$ cat config.mk
export PLATFORM = sky130hd
export DESIGN_NAME = pll_reconfig_seq
export DESIGN_NICKNAME = d
export VERILOG_FILES = /design/src/rtl/pll_seq_pkg.sv /design/src/rtl/pll_seq_timer.sv /design/src/rtl/pll_seq_ctrl.sv /design/src/rtl/pll_periph_gate.sv /design/src/rtl/pll_reconfig_seq.sv
export SDC_FILE = /design/constraint.sdc
export NUM_CORES = 1
export LEC_CHECK = 0
export ABC_CLOCK_PERIOD_IN_PS = 3000
export BUFFER_PORTS_ARGS = -buffer_cell sky130_fd_sc_hd__buf_2
export CAP_MARGIN = 40
export CELL_PAD_IN_SITES_DETAIL_PLACEMENT = 1
export CELL_PAD_IN_SITES_GLOBAL_PLACEMENT = 1
export CORE_MARGIN = 3
export CORE_UTILIZATION = 41
export DETAILED_ROUTE_END_ITERATION = 16
export PLACE_DENSITY = 0.91
export SYNTH_ARGS = -nofsm -noshare
export SYNTH_HDL_FRONTEND = slang
export SYNTH_HIERARCHICAL = 1
export SYNTH_SLANG_ARGS = --single-unit
$ cat constraint.sdc
create_clock -name clk -period 3 [get_ports clk]
set_input_delay 0 -clock clk [delete_from_list [all_inputs] [get_ports clk]]
set_output_delay 0 -clock clk [all_outputs]
set_load 0.01 [all_outputs]
$ cat src/rtl/pll_seq_pkg.sv
package pll_seq_pkg;
  localparam int unsigned MULT_W = 6;
  localparam int unsigned POST_W = 2;

  typedef enum logic [1:0] {PH_IDLE, PH_SETTLE, PH_LOCK, PH_STAB} phase_t;

  typedef struct packed {
    logic [MULT_W-1:0] mult;
    logic              prediv;
    logic [POST_W-1:0] post_code;
    logic              post_en;
  } clk_cfg_t;

  // Multiplier field to value: zero encodes the largest value.
  function automatic logic [MULT_W:0] mult_value(input logic [MULT_W-1:0] f);
    return (f == '0) ? (MULT_W+1)'(1 << MULT_W) : {1'b0, f};
  endfunction

  // Post-divide code to divisor: 2 << code when enabled, 1 otherwise.
  function automatic logic [(1<<POST_W):0] post_value(input logic [POST_W-1:0] code,
                                                       input logic en);
    return en ? ((1 << POST_W) + 1)'(2 << code) : ((1 << POST_W) + 1)'(1);
  endfunction
endpackage

$ cat src/rtl/pll_seq_timer.sv
module pll_seq_timer #(
  parameter int unsigned CNT_W = 13
) (
  input  logic             clk,
  input  logic             rst_n,
  input  logic             restart,
  input  logic [CNT_W-1:0] limit,
  output logic             expired
);
  logic [CNT_W-1:0] cnt;

  always_ff @(posedge clk) begin
    if (!rst_n || restart) cnt <= '0;
    else if (cnt != limit) cnt <= cnt + 1'b1;
  end

  assign expired = (cnt == limit);

  // the interval counter never runs past its current limit
  assert_cnt_bound_R4: assert property (@(posedge clk) disable iff (!rst_n)
    cnt <= limit);
endmodule

$ cat src/rtl/pll_seq_ctrl.sv
module pll_seq_ctrl
  import pll_seq_pkg::*;
#(
  parameter int unsigned SETTLE   = 4096,
  parameter int unsigned STABLE   = 15,
  parameter int unsigned RST_MULT = 16,
  localparam int unsigned MAXC    = (SETTLE > STABLE) ? SETTLE : STABLE,
  localparam int unsigned CNT_W   = $clog2(MAXC + 1)
) (
  input  logic             clk,
  input  logic             rst_n,
  input  logic             cfg_valid,
  input  clk_cfg_t         cfg_in,
  output logic             cfg_ready,
  output logic             cfg_err,
  input  logic             expired,
  output logic             restart,
  output logic [CNT_W-1:0] limit,
  output logic             bypass_sel,
  output clk_cfg_t         act,
  output logic             busy,
  output logic             done
);
  localparam clk_cfg_t RST_CFG = '{mult: MULT_W'(RST_MULT), prediv: 1'b0,
                                   post_code: '0, post_en: 1'b0};

  phase_t   phase;
  clk_cfg_t shadow;
  logic     accept;

  assign busy      = (phase != PH_IDLE);
  assign cfg_ready = !busy;
  assign accept    = cfg_valid && !busy;
  assign restart   = !busy || expired;
  assign limit     = (phase == PH_STAB) ? CNT_W'(STABLE - 1) : CNT_W'(SETTLE - 1);

  always_ff @(posedge clk) begin
    if (!rst_n) begin
      phase      <= PH_IDLE;
      bypass_sel <= 1'b0;
      shadow     <= RST_CFG;
      act        <= RST_CFG;
      cfg_err    <= 1'b0;
      done       <= 1'b0;
    end else begin
      cfg_err <= cfg_valid && busy;
      done    <= 1'b0;
      unique case (phase)
        PH_IDLE: if (accept) begin
          shadow     <= cfg_in;
          bypass_sel <= 1'b1;
          phase      <= PH_SETTLE;
        end
        PH_SETTLE: if (expired) begin
          act   <= shadow;
          phase <= PH_LOCK;
        end
        PH_LOCK: if (expired) begin
          bypass_sel <= 1'b0;
          phase      <= PH_STAB;
        end
        PH_STAB: if (expired) begin
          phase <= PH_IDLE;
          done  <= 1'b1;
        end
        default: phase <= PH_IDLE;
      endcase
    end
  end

  assert_accept_enters_R2: assert property (@(posedge clk) disable iff (!rst_n)
    cfg_valid && cfg_ready |=> busy && bypass_sel);
  assert_apply_in_bypass_R3: assert property (@(posedge clk) disable iff (!rst_n)
    !bypass_sel |=> $stable(act));
  assert_bypass_only_busy_R4: assert property (@(posedge clk) disable iff (!rst_n)
    !busy |-> !bypass_sel);
  assert_done_idle_R5: assert property (@(posedge clk) disable iff (!rst_n)
    done |-> !busy);
  assert_drop_flag_R6: assert property (@(posedge clk) disable iff (!rst_n)
    cfg_valid && !cfg_ready |=> cfg_err);
  assert_no_false_err_R6: assert property (@(posedge clk) disable iff (!rst_n)
    !cfg_valid |=> !cfg_err);
endmodule

$ cat src/rtl/pll_periph_gate.sv
module pll_periph_gate #(
  parameter int unsigned NUM_PERIPH = 8
) (
  input  logic                  clk,
  input  logic                  rst_n,
  input  logic                  wr,
  input  logic [NUM_PERIPH-1:0] wdata,
  output logic [NUM_PERIPH-1:0] clk_off
);
  for (genvar i = 0; i < NUM_PERIPH; i++) begin : g_bit
    always_ff @(posedge clk) begin
      if (!rst_n)  clk_off[i] <= 1'b0;
      else if (wr) clk_off[i] <= wdata[i];
    end
  end

  assert_periph_load_R9: assert property (@(posedge clk) disable iff (!rst_n)
    wr |=> clk_off == $past(wdata));
  assert_periph_hold_R9: assert property (@(posedge clk) disable iff (!rst_n)
    !wr |=> $stable(clk_off));
endmodule

$ cat src/rtl/pll_reconfig_seq.sv
module pll_reconfig_seq
  import pll_seq_pkg::*;
#(
  parameter int unsigned SETTLE     = 4096,
  parameter int unsigned STABLE     = 15,
  parameter int unsigned RST_MULT   = 16,
  parameter int unsigned NUM_PERIPH = 8,
  localparam int unsigned MAXC      = (SETTLE > STABLE) ? SETTLE : STABLE,
  localparam int unsigned CNT_W     = $clog2(MAXC + 1)
) (
  input  logic                  clk,
  input  logic                  rst_n,
  input  logic                  cfg_valid,
  output logic                  cfg_ready,
  input  logic [5:0]            cfg_mult,
  input  logic                  cfg_prediv,
  input  logic [1:0]            cfg_post_code,
  input  logic                  cfg_post_en,
  output logic                  cfg_err,
  input  logic                  periph_wr,
  input  logic [NUM_PERIPH-1:0] periph_wdata,
  output logic [NUM_PERIPH-1:0] periph_clk_off,
  output logic                  bypass_sel,
  output logic [6:0]            act_mult_val,
  output logic                  act_prediv,
  output logic                  act_post_en,
  output logic [4:0]            act_post_n,
  output logic                  busy,
  output logic                  done
);
  clk_cfg_t         cfg_in, act;
  logic             restart, expired;
  logic [CNT_W-1:0] limit;

  assign cfg_in = '{mult: cfg_mult, prediv: cfg_prediv,
                    post_code: cfg_post_code, post_en: cfg_post_en};

  pll_seq_ctrl #(.SETTLE(SETTLE), .STABLE(STABLE), .RST_MULT(RST_MULT)) u_ctrl (
    .clk(clk), .rst_n(rst_n), .cfg_valid(cfg_valid), .cfg_in(cfg_in),
    .cfg_ready(cfg_ready), .cfg_err(cfg_err), .expired(expired),
    .restart(restart), .limit(limit), .bypass_sel(bypass_sel), .act(act),
    .busy(busy), .done(done));

  pll_seq_timer #(.CNT_W(CNT_W)) u_timer (
    .clk(clk), .rst_n(rst_n), .restart(restart), .limit(limit), .expired(expired));

  pll_periph_gate #(.NUM_PERIPH(NUM_PERIPH)) u_periph (
    .clk(clk), .rst_n(rst_n), .wr(periph_wr), .wdata(periph_wdata),
    .clk_off(periph_clk_off));

  assign act_mult_val = mult_value(act.mult);
  assign act_prediv   = act.prediv;
  assign act_post_en  = act.post_en;
  assign act_post_n   = post_value(act.post_code, act.post_en);

  assert_ready_inv_R10: assert property (@(posedge clk) disable iff (!rst_n)
    cfg_ready != busy);
  assert_mult_range_R7: assert property (@(posedge clk) disable iff (!rst_n)
    act_mult_val != 7'd0 && act_mult_val <= 7'd64);
  assert_post_onehot_R8: assert property (@(posedge clk) disable iff (!rst_n)
    $onehot0(act_post_n) && act_post_n != 5'd0);
endmodule

After elaboration in Yosys (flattened, before gate mapping)
Cells that the tools add are included.
- logic and storage cells: 59
- input bits: 22
- register bits after elaboration: 46
- reductions and logical operators: 15
- add/subtract/negate cells: 1
- equal/unequal tests: 9
- multiplexer cells: 12
- shift operators: 1
- operators with widths (kind ; number):
    $add A13 B1 Y13 const B ; 1
    $eq A13 B12 Y1 ; 1
    $ne A13 B12 Y1 ; 1
    $mux W12 ; 1
    $mux W2 ; 4
    $ne A2 B1 Y1 const B ; 4
    $pmux W2 S4 ; 1
    $mux W7 ; 1
    $logic_not A6 Y1 ; 1
    $reduce_and A2 Y1 ; 3
    $mux W5 ; 1
    $shl A2 B2 Y5 const A ; 1
    $eq A2 B2 Y1 const B ; 2
    $reduce_and A4 Y1 ; 1
    $reduce_bool A2 Y1 ; 2
    $mux W1 ; 3
    $reduce_and A3 Y1 ; 1
    $eq A2 B1 Y1 const B ; 1
    $logic_and A1 B1 Y1 ; 2
    $logic_not A1 Y1 ; 2
    $logic_not A2 Y1 ; 1
    $logic_or A1 B1 Y1 ; 2
    $pmux W1 S2 ; 1

Depth between registers and ports, before layout
Gate-level depths: netlist of run 1.
- depth after elaboration: 5
- depth in mapped cells: 12

Hierarchy
The synthesis of run 1 kept the hierarchy.
- modules (own cells, without submodules) (module ; seq. area each (um^2) ; instances ; area an instance (um^2) ; cells each):
    pll_seq_ctrl ; 500.5 ; 1 ; 1122.3 ; 132
    pll_seq_timer ; 260.2 ; 1 ; 848.3 ; 91
    pll_periph_gate ; 160.2 ; 1 ; 301.5 ; 25
    pll_reconfig_seq ; 0.0 ; 1 ; 73.8 ; 14

Least setup slack after synthesis of run 1
OpenSTA, ideal clock, no wires.
- kind: register to register
- start: reg u_ctrl.phase[0]
- end: reg u_timer.cnt[0]
- data arrival time: 2.423 ns
- path buffers: 4
- slack: 0.445 ns
- cell stages (with the launch flop): 13
- library setup time: 0.131 ns
- cells stage by stage: dfxtp_1 ha_1 inv_1 buf_4 xnor2_1 nand4_2 nor4_4 buf_6 buf_12 or2_2 nand2b_1 clkbuf_1 nor2_1
- cells in the longest elaborated chain, start to end: 5
- ends and longest elaborated chain (item ; RTL line ; text):
    start, declared ; pll_seq_ctrl.sv:27 ; phase_t phase;
    start signal, assigned ; pll_seq_ctrl.sv:39 ; phase <= PH_IDLE;
    start signal, assigned ; pll_seq_ctrl.sv:52 ; phase <= PH_SETTLE;
    start signal, assigned ; pll_seq_ctrl.sv:56 ; phase <= PH_LOCK;
    $eq A2 B2 Y1 ; pll_seq_ctrl.sv:35 ; assign limit = (phase == PH_STAB) ? CNT_W'(STABLE - 1) : CNT_W'(SETTLE - 1);
    $mux W12 ; pll_seq_ctrl.sv:35 ;
    via limit[0] ; pll_reconfig_seq.sv:33 ; logic [CNT_W-1:0] limit;
    $eq A13 B12 Y1 ; pll_seq_timer.sv:17 ; assign expired = (cnt == limit);
    via expired ; pll_reconfig_seq.sv:32 ; logic restart, expired;
    $logic_or A1 B1 Y1 ; pll_seq_ctrl.sv:34 ; assign restart = !busy || expired;
    via restart ; pll_reconfig_seq.sv:32 ;
    $logic_or A1 B1 Y1 ; pll_seq_timer.sv:13 ; if (!rst_n || restart) cnt <= '0;
    end signal, assigned ; pll_seq_timer.sv:14 ; else if (cnt != limit) cnt <= cnt + 1'b1;
    end, declared ; pll_seq_timer.sv:10 ; logic [CNT_W-1:0] cnt;
The timed path passes the listed nets, and every way through them passes these cells.
A chain may end at the register's enable or synchronous reset.

Final worst setup path of run 1
- start: reg u_ctrl.phase[1]
- end: reg u_ctrl.bypass_sel
- cells in the longest elaborated chain, start to end: 5
- ends and longest elaborated chain (item ; RTL line ; text):
    $eq A2 B2 Y1 ; pll_seq_ctrl.sv:35 ;
    $mux W12 ; pll_seq_ctrl.sv:35 ;
    via limit[0] ; pll_reconfig_seq.sv:33 ;
    $eq A13 B12 Y1 ; pll_seq_timer.sv:17 ;
    via expired ; pll_reconfig_seq.sv:32 ;
    $ne A2 B1 Y1 (no line) ; n/a ;
    $reduce_and A3 Y1 (no line) ; n/a ;
    end signal, assigned ; pll_seq_ctrl.sv:40 ; bypass_sel <= 1'b0;
    end signal, assigned ; pll_seq_ctrl.sv:51 ; bypass_sel <= 1'b1;
    end signal, assigned ; pll_seq_ctrl.sv:59 ; bypass_sel <= 1'b0;
    end, declared ; pll_seq_ctrl.sv:19 ; output logic bypass_sel,
The timed path passes the listed nets, and every way through them passes these cells.

==> metrics.md, run 1 <==
| Metric | Value |
|---|---|
| Combinational share of power | `26.2%` |
| Post-Syn Instances | `about 260` |
| Congestion Overflow GR | `0` |
| Setup repair after global routing missed its margin | `false` |
| Nets | `approximately 340` |
| Max Slew Vio Count | `0` |
| Part of the power in the clock network | `29.2%` |
| Synth Register Bits | `46` |
| Final Util | `between 50% and 60%` |
| CTS root buffer | `clkbuf_8` |
| I/O pin cnt | `49` |
| Reg power frac | `44.7%` |
| Tcrit/Tclk final | `between 80 and 90%` |
| Slew of the pin with the lowest slew margin | `around 560 ps` |
| Setup TNS | `0 ps` |
| Post-synth EDFFs | `0` |
| Switching Share | `between 30% and 40%` |
| Final setup viols | `0` |
| Final GP Congestion | `0.769` |
| Post-synth cell types | `43` |
| Fmax achieved | `approximately 400 MHz` |
| Vias per inst | `5.07` |
| Post-Syn Area | `0.00235 mm^2` |
| YS warnings | `6` |
| Reg2Reg Capture Point | `u_ctrl/bypass_sel` |
| Num Clock Sinks | `46` |
| Reg-to-reg slack, setup | `roughly 470 ps` |
| Pin count of the biggest net entering global routing | `39` |
| Final Skew | `4.78 ps` |
| Clock buffer depth | `2` |
| Most frequent cells in the layout | `nand2_1 (51), buf_2 (48), dfxtp_1 (46)` |
| Arr. time, crit path | `between 2000 and 3000 ps` |
| Hold path startpoint | `cfg_valid` |
| CTS clk-pin slew, worst paths | `90 ps` |
| Die height | `81.6 um` |
| Ratio of cells with drive above 1 in the final layout | `25.4%` |
| Worst-path cell chain | `ha_1, inv_1, xnor2_1, nand4_2, nor4_4, buf_4, nand2_1, a32o_1` |
| CP max stage delay | `420 ps` |
| Vias after detailed routing | `1,931` |
| Total CTS buffers | `5` |
| Register area share after synthesis | `39.3%` |
| Tot Pwr | `1.60 mW` |
| Vias in the first global route | `2,074` |
| Antenna Nets Post-Route | `0` |
| Avg Cell Area, Syn | `8.95 um^2` |
| CP Data Required Time | `3200 ps` |
| Hold Vio Cnt, Final | `0` |
| Fin crit period | `about 2500 ps` |
| Hold EP | `u_ctrl/cfg_err` |
| CP startpoint kind | `register` |
| Die W | `81.6 um` |
| Fin area | `0.00278 mm^2` |
| Crit Path Class | `register to register` |
| PostCTS Resize Cnt | `0` |
| Area of the core | `around 0.0053 mm^2` |
| First-pass GRT wire length | `9.94 mm` |
| Placed Area | `0.00249 mm^2` |
| # Max-Cap Violations | `0` |
| Commonest non-fill, non-tap cell in the layout | `nand2_1` |
| Num rows | `26` |
| Slowest CP cell | `dfxtp_1` |
| Net switching power | `0.504 mW` |
| # DRC | `0` |
| Synthesis-to-finish area growth | `18.7%` |
| # diodes | `0` |
| Drt wl/cell | `approximately 16 um` |
| Setup repair bufs after CTS | `0` |
| GRT Total Usage | `19.4%` |
| Hold crit path type | `input pin to register` |
| Layout fillers | `646` |
| Worst hold stages | `2` |
| Max Fanout on Critical Path | `27` |
| Peak VDD IR | `0.365 mV` |
| Die ar. | `0.00667 mm^2` |
| Hpwl dp | `3.87 mm` |
| Outcome | `complete, no violations` |
| Cell Int Power | `1.10 mW` |
| R2R depth | `8` |
| Post-synth ARST share | `0%` |
| Relative slew slack | `between 60 and 70%` |
| RR Startpoint | `u_ctrl/phase[1]` |
| Router iterations before antenna repair | `4` |
| CP Capture Type | `register` |
| Ys flop type | `dfxtp_1` |
| Starting DRT DRC Count | `60` |
| CTS tree | `done` |
| Routed wire length | `approximately 5.9 mm` |
| Initial antenna violation count | `0` |
| Initial Utilization | `44.2%` |
| IO buf count | `48` |
| Hold_ws | `approximately 20 ps` |
| Worst skew pair latency | `290 ps` |
| Leak | `1.16 nW` |
| Pwr dens | `576 mW/mm^2` |
| CTS H-tree depth | `2` |
-- critical path: cells and delay by family, from the launching register on --
family	cells	cell delay, ps
DFF	1	420
adders and majority gates	1	240
buffers and inverters	2	570
and+or+nand+nor	3	640
AOI/OAI and AO/OA	1	270
xor gates and xnor gates	1	280
-- synth_stat cells, types with 2 or more instances --
master | n | share of area, %
a21oi_2 | 4 | 1.5
or3_2 | 7 | 2.2
dfxtp_1 | 46 | 39
buf_2 | 2 | 0.43
a21oi_1 | 6 | 1.3
o31ai_1 | 3 | 0.96
o21ai_1 | 7 | 1.5
mux2i_1 | 11 | 4.7
nand3_1 | 5 | 1.1
nand2_1 | 51 | 8.2
or4_1 | 3 | 0.96
inv_1 | 7 | 1.1
clkbuf_1 | 9 | 1.4
buf_6 | 3 | 1.4
buf_4 | 14 | 4.5
nor2_1 | 4 | 0.64
and3_1 | 5 | 1.3
nand4_2 | 2 | 1.1
nor2b_1 | 10 | 2.7
and2_1 | 2 | 0.53
nand4_1 | 4 | 1.1
conb_1 | 2 | 0.32
xnor2_1 | 11 | 4.1
ha_1 | 6 | 3.2
xnor2_2 | 2 | 1.4
nor3_1 | 2 | 0.43
a21boi_0 | 18 | 5.8
-- cell type report --
class / count / area [um^2] / share of cell area (%)
timing repair buffer: 68 / 435 / 15.6
inverter: 7 / 26.3 / 0.944
multi-input combinational: 182 / 1200 / 43.2
clock buffer: 6 / 72.6 / 2.61
tap: 70 / 87.6 / 3.15
clock inverter: 2 / 37.5 / 1.35
sequential: 46 / 921 / 33.1
-- kinds of logic (layout without fill, tap and decap cells) --
family | after synthesis | after routing | share of synthesized area (%)
compound gates | 43 | 43 | 12.9
buf+inv | 36 | 83 | 9.76
simple gates | 103 | 103 | 23.5
mux | 12 | 12 | 5.17
fa+ha+maj | 6 | 6 | 3.20
other cells | 2 | 4 | 0.320
flops | 46 | 46 | 39.3
xor+xnor | 14 | 14 | 5.87
-- power by group through the flow --
stage | sequential, mW | combinational, mW | clock, mW
3_3_place_gp | 0.724 | 0.373 | 0
3_5_place_dp | 0.728 | 0.392 | 0
5_1_grt | 0.724 | 0.465 | 0.502
2_1_floorplan | 0.726 | 0.300 | 0
4_1_cts | 0.715 | 0.419 | 0.477
6_report | 0.716 | 0.419 | 0.467
-- metal layers --
layer	GRT usage [%]	part of all wire, %	wire length [um]	vias to the layer above
li1	-	-	-	958
met1	21.0	41	2450	941
met2	37.5	55	3260	26
met4	5.81	1.3	77	0
met5	0	0	0	-
met3	3.73	2.2	130	6
-- registers in the layout, indices dropped and copies added, names as in the netlist --
name / flops
u_ctrl/act: 10
u_ctrl/bypass_sel: 1
u_ctrl/cfg_err: 1
u_ctrl/done: 1
u_ctrl/phase: 2
u_ctrl/shadow: 10
u_periph/clk_off: 8
u_timer/cnt: 13
-- worst max path at each step --
| stage | from | slack [ps] | end |
|---|---|---|---|
| after floorplan | u_ctrl/phase[0] | 450 | u_timer/cnt[0] |
| after global placement | u_ctrl/phase[0] | 730 | u_ctrl/bypass_sel |
| after detailed placement | u_ctrl/phase[1] | 590 | u_ctrl/bypass_sel |
| after CTS | u_ctrl/phase[1] | 490 | u_ctrl/bypass_sel |
| after global routing | u_ctrl/phase[1] | 290 | u_ctrl/bypass_sel |
| final | u_ctrl/phase[1] | 470 | u_ctrl/bypass_sel |
-- what timing repair did --
| action | CTS | global route |
|---|---|---|
| endpoints found under the hold margin | 18 | 0 |
| hold buffers | 18 | 0 |
| setup endpoints to repair | 0 | 0 |
-- through the flow --
stage | instances | setup slack (ps)
finish | 381 | 466
global route | 381 | 286
CTS | 381 | 488
detailed placement | 355 | 593
global placement | 355 | 728
floorplan | 264 | 445
(Power assumes the default switching activity.)
==> run 2: changes to the inputs <==
--- a/config.mk
+++ b/config.mk
@@ -5,15 +5,15 @@
 export SDC_FILE = /design/constraint.sdc
 export NUM_CORES = 1
 export LEC_CHECK = 0
-export ABC_CLOCK_PERIOD_IN_PS = 3000
+export ABC_CLOCK_PERIOD_IN_PS = 2280
 export BUFFER_PORTS_ARGS = -buffer_cell sky130_fd_sc_hd__buf_2
 export CAP_MARGIN = 40
 export CELL_PAD_IN_SITES_DETAIL_PLACEMENT = 1
 export CELL_PAD_IN_SITES_GLOBAL_PLACEMENT = 1
 export CORE_MARGIN = 3
-export CORE_UTILIZATION = 41
+export CORE_UTILIZATION = 37
 export DETAILED_ROUTE_END_ITERATION = 16
-export PLACE_DENSITY = 0.91
+export PLACE_DENSITY = 0.87
 export SYNTH_ARGS = -nofsm -noshare
 export SYNTH_HDL_FRONTEND = slang
 export SYNTH_HIERARCHICAL = 1
==> constraint.sdc (replaced) <==
create_clock -name clk -period 2.28 [get_ports clk]
set_input_delay 0 -clock clk [delete_from_list [all_inputs] [get_ports clk]]
set_output_delay 0 -clock clk [all_outputs]
set_load 0.01 [all_outputs]
==> run 2 against run 1 <==
Net effect: register-to-register slack lost 370 ps; non-clock buffer count grew 4; power grew 27%; critical path type unchanged; sequential power grew 32%; sequential cell count is the same; clock skew grew 6.0 ps; combinational power grew 37%; fmax grew 16%; worst setup slack lost 370 ps; utilization shrank 5.2 points; routed wire length shrank 6.9%; via count grew 0.78%; largest cell class unchanged.
==> metrics.md, run 2 (synthesized netlist as in run 1, its figures left out) <==
| Metric | Value |
|---|---|
| Pwr dens | `713 mW/mm^2` |
| CP startpoint kind | `register` |
| Fmax achieved | `~460 MHz` |
| Worst-path cell chain | `ha_2, inv_4, xnor2_1, nand2_1, nor4_4, buf_4, buf_12, nand2_1, a32o_1` |
| Vias per inst | `between 4 and 5` |
| Hold crit path type | `input pin to register` |
| Tcrit/Tclk final | `95.8%` |
| Final GP Congestion | `roughly 0.75` |
| Initial Utilization | `38.9%` |
| CP Capture Type | `register` |
| Drt wl/cell | `14.1 um` |
| Antenna Nets Post-Route | `0` |
| Hold path startpoint | `cfg_valid` |
| Vias in the first global route | `between 1,500 and 2,000` |
| Relative slew slack | `63.3%` |
| CTS tree | `done` |
| Outcome | `complete, no violations` |
| Initial antenna violation count | `0` |
| Final Skew | `10.8 ps` |
| # diodes | `0` |
| Num Clock Sinks | `46` |
| GRT Total Usage | `15.6%` |
| CP Launch Point | `u_ctrl/phase[0]` |
| Die height | `between 80 and 90 um` |
| Fin crit period | `2180 ps` |
| # DRC | `0` |
| CTS clk-pin slew, worst paths | `80 ps` |
| Crit-path most repeated cell | `nand2_1` |
| CP max stage delay | `400 ps` |
| CP Data Required Time | `2470 ps` |
| Hpwl dp | `~3.8 mm` |
| Worst skew pair latency | `300 ps` |
| Ratio of cells with drive above 1 in the final layout | `~29%` |
| # Max-Cap Violations | `0` |
| Router iterations before antenna repair | `4` |
| Crit Path Class | `register to register` |
| IO buf count | `48` |
| Most frequent cells in the layout | `nand2_1 (50), buf_2 (48), dfxtp_1 (45)` |
| Slew of the pin with the lowest slew margin | `between 500 and 600 ps` |
| Biggest regs | `u_timer/cnt x13, u_ctrl/act x10, u_ctrl/shadow x10` |
| Vias after detailed routing | `1,946` |
| Routed wire length | `5.51 mm` |
| Total CTS buffers | `5` |
| Leak | `about 1.2 nW` |
| Peak VDD IR | `0.379 mV` |
| Pin count of the biggest net entering global routing | `39` |
| Synthesis-to-finish area growth | `21.6%` |
| Congestion Overflow GR | `0` |
| Max Fanout on Critical Path | `25` |
| Die W | `between 80 and 90 um` |
| Fin area | `roughly 0.0029 mm^2` |
| CTS root buffer | `clkbuf_8` |
| Max Slew Vio Count | `0` |
| Layout fillers | `718` |
| Nets | `342` |
| I/O pin cnt | `49` |
| Most flop-heavy register | `u_timer/cnt` |
| Arr. time, crit path | `2370 ps` |
| RR Startpoint | `u_ctrl/phase[0]` |
| Max reg flops | `13` |
| Starting DRT DRC Count | `62` |
| CTS H-tree depth | `2` |
| Placed Area | `0.00254 mm^2` |
| Hold Vio Cnt, Final | `0` |
| Num rows | `28` |
| Clock buffer depth | `2` |
| Hold_ws | `32.6 ps` |
| Commonest non-fill, non-tap cell in the layout | `nand2_1` |
| First-pass GRT wire length | `9.33 mm` |
| Die ar. | `0.00733 mm^2` |
| Final setup viols | `0` |
| Slowest CP cell | `dfxtp_1` |
| Area of the core | `approximately 0.006 mm^2` |
run 2: changes by cell type in the layout (fill, tap and decap cells not counted), sizes merged:
cell	change
bufinv	-1
clkbuf	-1
clkinvlp	+1
inv	+1
buf	+4
run 2: what timing repair did:
item / CTS / global route
resized for setup: 1 / 6
buffers inserted: 0 / 2
hold buffers: 18 / 0
hold endpoints to repair: 18 / 0
gates cloned: 0 / 0
pin swaps: 0 / 1
endpoints found under the setup margin: 4 / 24
run 2: worst paths after layout:
check / end / slack [ps] / depth (start not counted)
hold reg to reg: u_ctrl/shadow[3] / 470 / 2
setup / recovery: u_ctrl/bypass_sel / 100 / 9
hold / removal: u_ctrl/cfg_err / 30 / 2
setup reg to reg: u_ctrl/bypass_sel / 100 / 9
run 2: critical path, delay by kind of cell (launching register included):
family / cells / cell delay [ps]
AND/OR/NAND/NOR: 3 / 560
adder cells (fa/ha/maj): 1 / 240
buffers and inverters: 3 / 460
AO/OA/AOI/OAI: 1 / 250
flip-flops: 1 / 400
XOR/XNOR: 1 / 180
run 2: power by group:
| part | total (mW) | switching (mW) | internal, mW |
|---|---|---|---|
| Sequential | 0.947 | 0.0644 | 0.883 |
| Combinational | 0.574 | 0.308 | 0.266 |
| Clock | 0.513 | 0.293 | 0.219 |
| Total | 2.03 | 0.665 | 1.37 |
run 2: through the flow:
| step | total power, mW | util [%] | instances | setup TNS (ps) | worst slack, ps |
|---|---|---|---|---|---|
| global placement | 1.48 | 42.2 | 362 | 0 | 134 |
| global route | 2.18 | 47.3 | 390 | -102 | -60.0 |
| CTS | 2.05 | 46.7 | 388 | 0 | 12.9 |
| floorplan | 1.36 | - | 264 | 0 | 0.190 |
| detailed placement | 1.50 | 42.2 | 362 | -7.34 | -7.34 |
| finish | 2.03 | 47.3 | 390 | 0 | 96.3 |
run 2: cell type report:
| type | count | area [um^2] | area share [%] |
|---|---|---|---|
| Inverter | 7 | 28.8 | 1.01 |
| Tap cell | 75 | 93.8 | 3.29 |
| Clock buffer | 5 | 68.8 | 2.41 |
| Timing Repair Buffer | 72 | 490 | 17.2 |
| Sequential cell | 46 | 922 | 32.3 |
| Multi-Input combinational cell | 182 | 1220 | 42.9 |
| Clock inverter | 3 | 23.8 | 0.833 |
run 2: layer usage:
| metal | GRT usage [%] | part of all wire (%) | vias up |
|---|---|---|---|
| met5 | 0 | 0 | - |
| met4 | 5.18 | 1.2 | 0 |
| met3 | 2.98 | 2.8 | 7 |
| met2 | 27.8 | 54 | 37 |
| met1 | 18.7 | 42 | 935 |
| li1 | - | - | 967 |
==> run 3: changes to the inputs <==
--- a/config.mk
+++ b/config.mk
@@ -10,11 +10,12 @@
 export CAP_MARGIN = 40
 export CELL_PAD_IN_SITES_DETAIL_PLACEMENT = 1
 export CELL_PAD_IN_SITES_GLOBAL_PLACEMENT = 1
-export CORE_MARGIN = 3
 export CORE_UTILIZATION = 37
 export DETAILED_ROUTE_END_ITERATION = 16
 export PLACE_DENSITY = 0.87
+export SLEW_MARGIN = 20
 export SYNTH_ARGS = -nofsm -noshare
 export SYNTH_HDL_FRONTEND = slang
 export SYNTH_HIERARCHICAL = 1
 export SYNTH_SLANG_ARGS = --single-unit
+export TNS_END_PERCENT = 10
==> run 3 against run 2 <==
Net effect: fmax up 0.44%; sequential power about the same; non-clock buffer count stayed put; cell count unchanged; critical path type unchanged; sequential cell count is the same; hold slack gained 23 ps; routed wire length up 4.8%; worst setup slack better by 9.5 ps; largest cell class unchanged; global-route usage grew 2.9 points.
==> metrics.md, run 3 (synthesized netlist as in run 1, its figures left out) <==
| Metric | Value |
|---|---|
| Outcome | `complete, no violations` |
| Tcrit/Tclk final | `95.4%` |
| Final setup viols | `0` |
| RR Startpoint | `u_ctrl/phase[1]` |
| Vias per inst | `4.96` |
| CP max stage delay | `between 400 and 500 ps` |
| Num Clock Sinks | `46` |
| Total CTS buffers | `5` |
| Ratio of cells with drive above 1 in the final layout | `29.2%` |
| Peak VDD IR | `0.438 mV` |
| I/O pin cnt | `49` |
| Commonest non-fill, non-tap cell in the layout | `nand2_1` |
| Most flop-heavy register | `u_timer/cnt` |
| Final worst slack | `106 ps` |
| Area of the core | `0.00603 mm^2` |
| Reg2Reg Capture Point | `u_timer/cnt[12]` |
| Num rows | `28` |
| Max reg flops | `13` |
| Biggest regs | `u_timer/cnt x13, u_ctrl/act x10, u_ctrl/shadow x10` |
| Vias after detailed routing | `between 1,500 and 2,000` |
| Initial Utilization | `38.9%` |
| Non-Filler Instances | `390` |
| Max Slew Vio Count | `0` |
| # Max-Cap Violations | `0` |
| Pin count of the biggest net entering global routing | `39` |
| Setup TNS | `0 ps` |
| Pwr dens | `between 700 and 800 mW/mm^2` |
| Crit Path Class | `register to register` |
| Worst skew pair latency | `300 ps` |
| CP Capture Type | `register` |
| Arr. time, crit path | `2370 ps` |
| Hpwl dp | `3.75 mm` |
| Die W | `81.6 um` |
| Placed Area | `0.00251 mm^2` |
| Fmax achieved | `460 MHz` |
| Most frequent cells in the layout | `nand2_1 (50), buf_2 (48), dfxtp_1 (44)` |
| Die height | `81.6 um` |
| Worst hold stages | `2` |
| CTS clk-pin slew, worst paths | `90 ps` |
| CP Data Required Time | `2480 ps` |
| DP Cell Count | `362` |
| Slowest CP cell | `nor4_4` |
| Die ar. | `roughly 0.0067 mm^2` |
| Fin area | `between 0.002 and 0.003 mm^2` |
| CTS H-tree depth | `2` |
| R2R depth | `9` |
| Hold_ws | `approximately 56 ps` |
| GRT Total Usage | `a little under a fifth` |
| # diodes | `0` |
| Max Fanout on Critical Path | `9` |
| Reg-to-reg slack, setup | `roughly 110 ps` |
| Nets | `342` |
| CTS tree | `done` |
| Relative slew slack | `64.2%` |
| Hold path startpoint | `cfg_valid` |
| CTS root buffer | `clkbuf_8` |
| Final Util | `47.0%` |
| Tot Pwr | `2.03 mW` |
| Placement Setup Slack | `10.1 ps` |
| Layout fillers | `741` |
| Crit-path most repeated cell | `buf_4` |
| Leak | `1.19 nW` |
| Slew of the pin with the lowest slew margin | `538 ps` |
| IO buf count | `48` |
| Antenna Nets Post-Route | `0` |
| Router iterations before antenna repair | `4` |
| Reg area | `923 um^2` |
| Congestion Overflow GR | `0` |
| # DRC | `0` |
| CP startpoint kind | `register` |
| Final Skew | `about 9 ps` |
| Vias in the first global route | `2,017` |
| Worst-path cell chain | `ha_2, inv_4, xnor2_1, nand4_2, nor4_4, buf_4, buf_4, nor4_1, o21a_1` |
| Drt wl/cell | `14.8 um` |
| Crit path max-delay family | `simple AND/OR/NAND/NOR gates` |
| Clock buffer depth | `2` |
| Worst path bufs/invs | `3` |
| Starting DRT DRC Count | `64` |
| Hold Vio Cnt, Final | `0` |
| First-pass GRT wire length | `9.39 mm` |
| Hold EP | `u_ctrl/cfg_err` |
| Initial antenna violation count | `0` |
| Synthesis-to-finish area growth | `20.8%` |
| Routed wire length | `roughly 5.8 mm` |
| Hold crit path type | `input pin to register` |
| Final GP Congestion | `0.796` |
| Multi-input gate area | `0.00123 mm^2` |
| Fin crit period | `2170 ps` |
## run 3: repair_timing
item / 4_1_cts / 5_1_grt
resized for setup: 2 / 10
setup endpoints to repair: 12 / 24
hold endpoints to repair: 18 / 0
pin swaps: 1 / 1
hold buffers: 18 / 0
buffers inserted: 1 / 1
## run 3: how the worst max path moves through the flow
stage                    start                 to  slack, ps  cells after the start
3_3_place_gp   u_ctrl/phase[0]  u_ctrl/bypass_sel        120                      8
4_1_cts        u_ctrl/phase[1]      u_ctrl/act[8]          3                      8
5_1_grt        u_ctrl/phase[1]     u_timer/cnt[9]        -20                      9
3_5_place_dp   u_ctrl/phase[0]      u_ctrl/act[7]         10                      8
2_1_floorplan  u_ctrl/phase[1]    u_timer/cnt[11]        0.2                     12
6_report       u_ctrl/phase[1]    u_timer/cnt[12]        110                      9
## run 3: cell type report
type	count	area share, %
well taps	75	3.31
multi-input cells	182	43.4
clock inverters	3	0.751
repair buffers	72	16.6
flip-flops and latches	46	32.6
clock buffers	5	2.43
inverters	7	1.02
## run 3: power by group
| part | switching, mW | internal, mW | total (mW) |
|---|---|---|---|
| Sequential | 0.0620 | 0.885 | 0.947 |
| Clock | 0.292 | 0.216 | 0.508 |
| Combinational | 0.320 | 0.258 | 0.578 |
## run 3: per-layer routing
layer / track usage (%) / routed length, um / vias to the layer above
met5: 0 / 0 / -
met2: 33.9 / 3070 / 41
met4: 7.37 / 109 / 0
met3: 4.44 / 213 / 10
met1: 20.4 / 2380 / 918
li1: - / - / 967
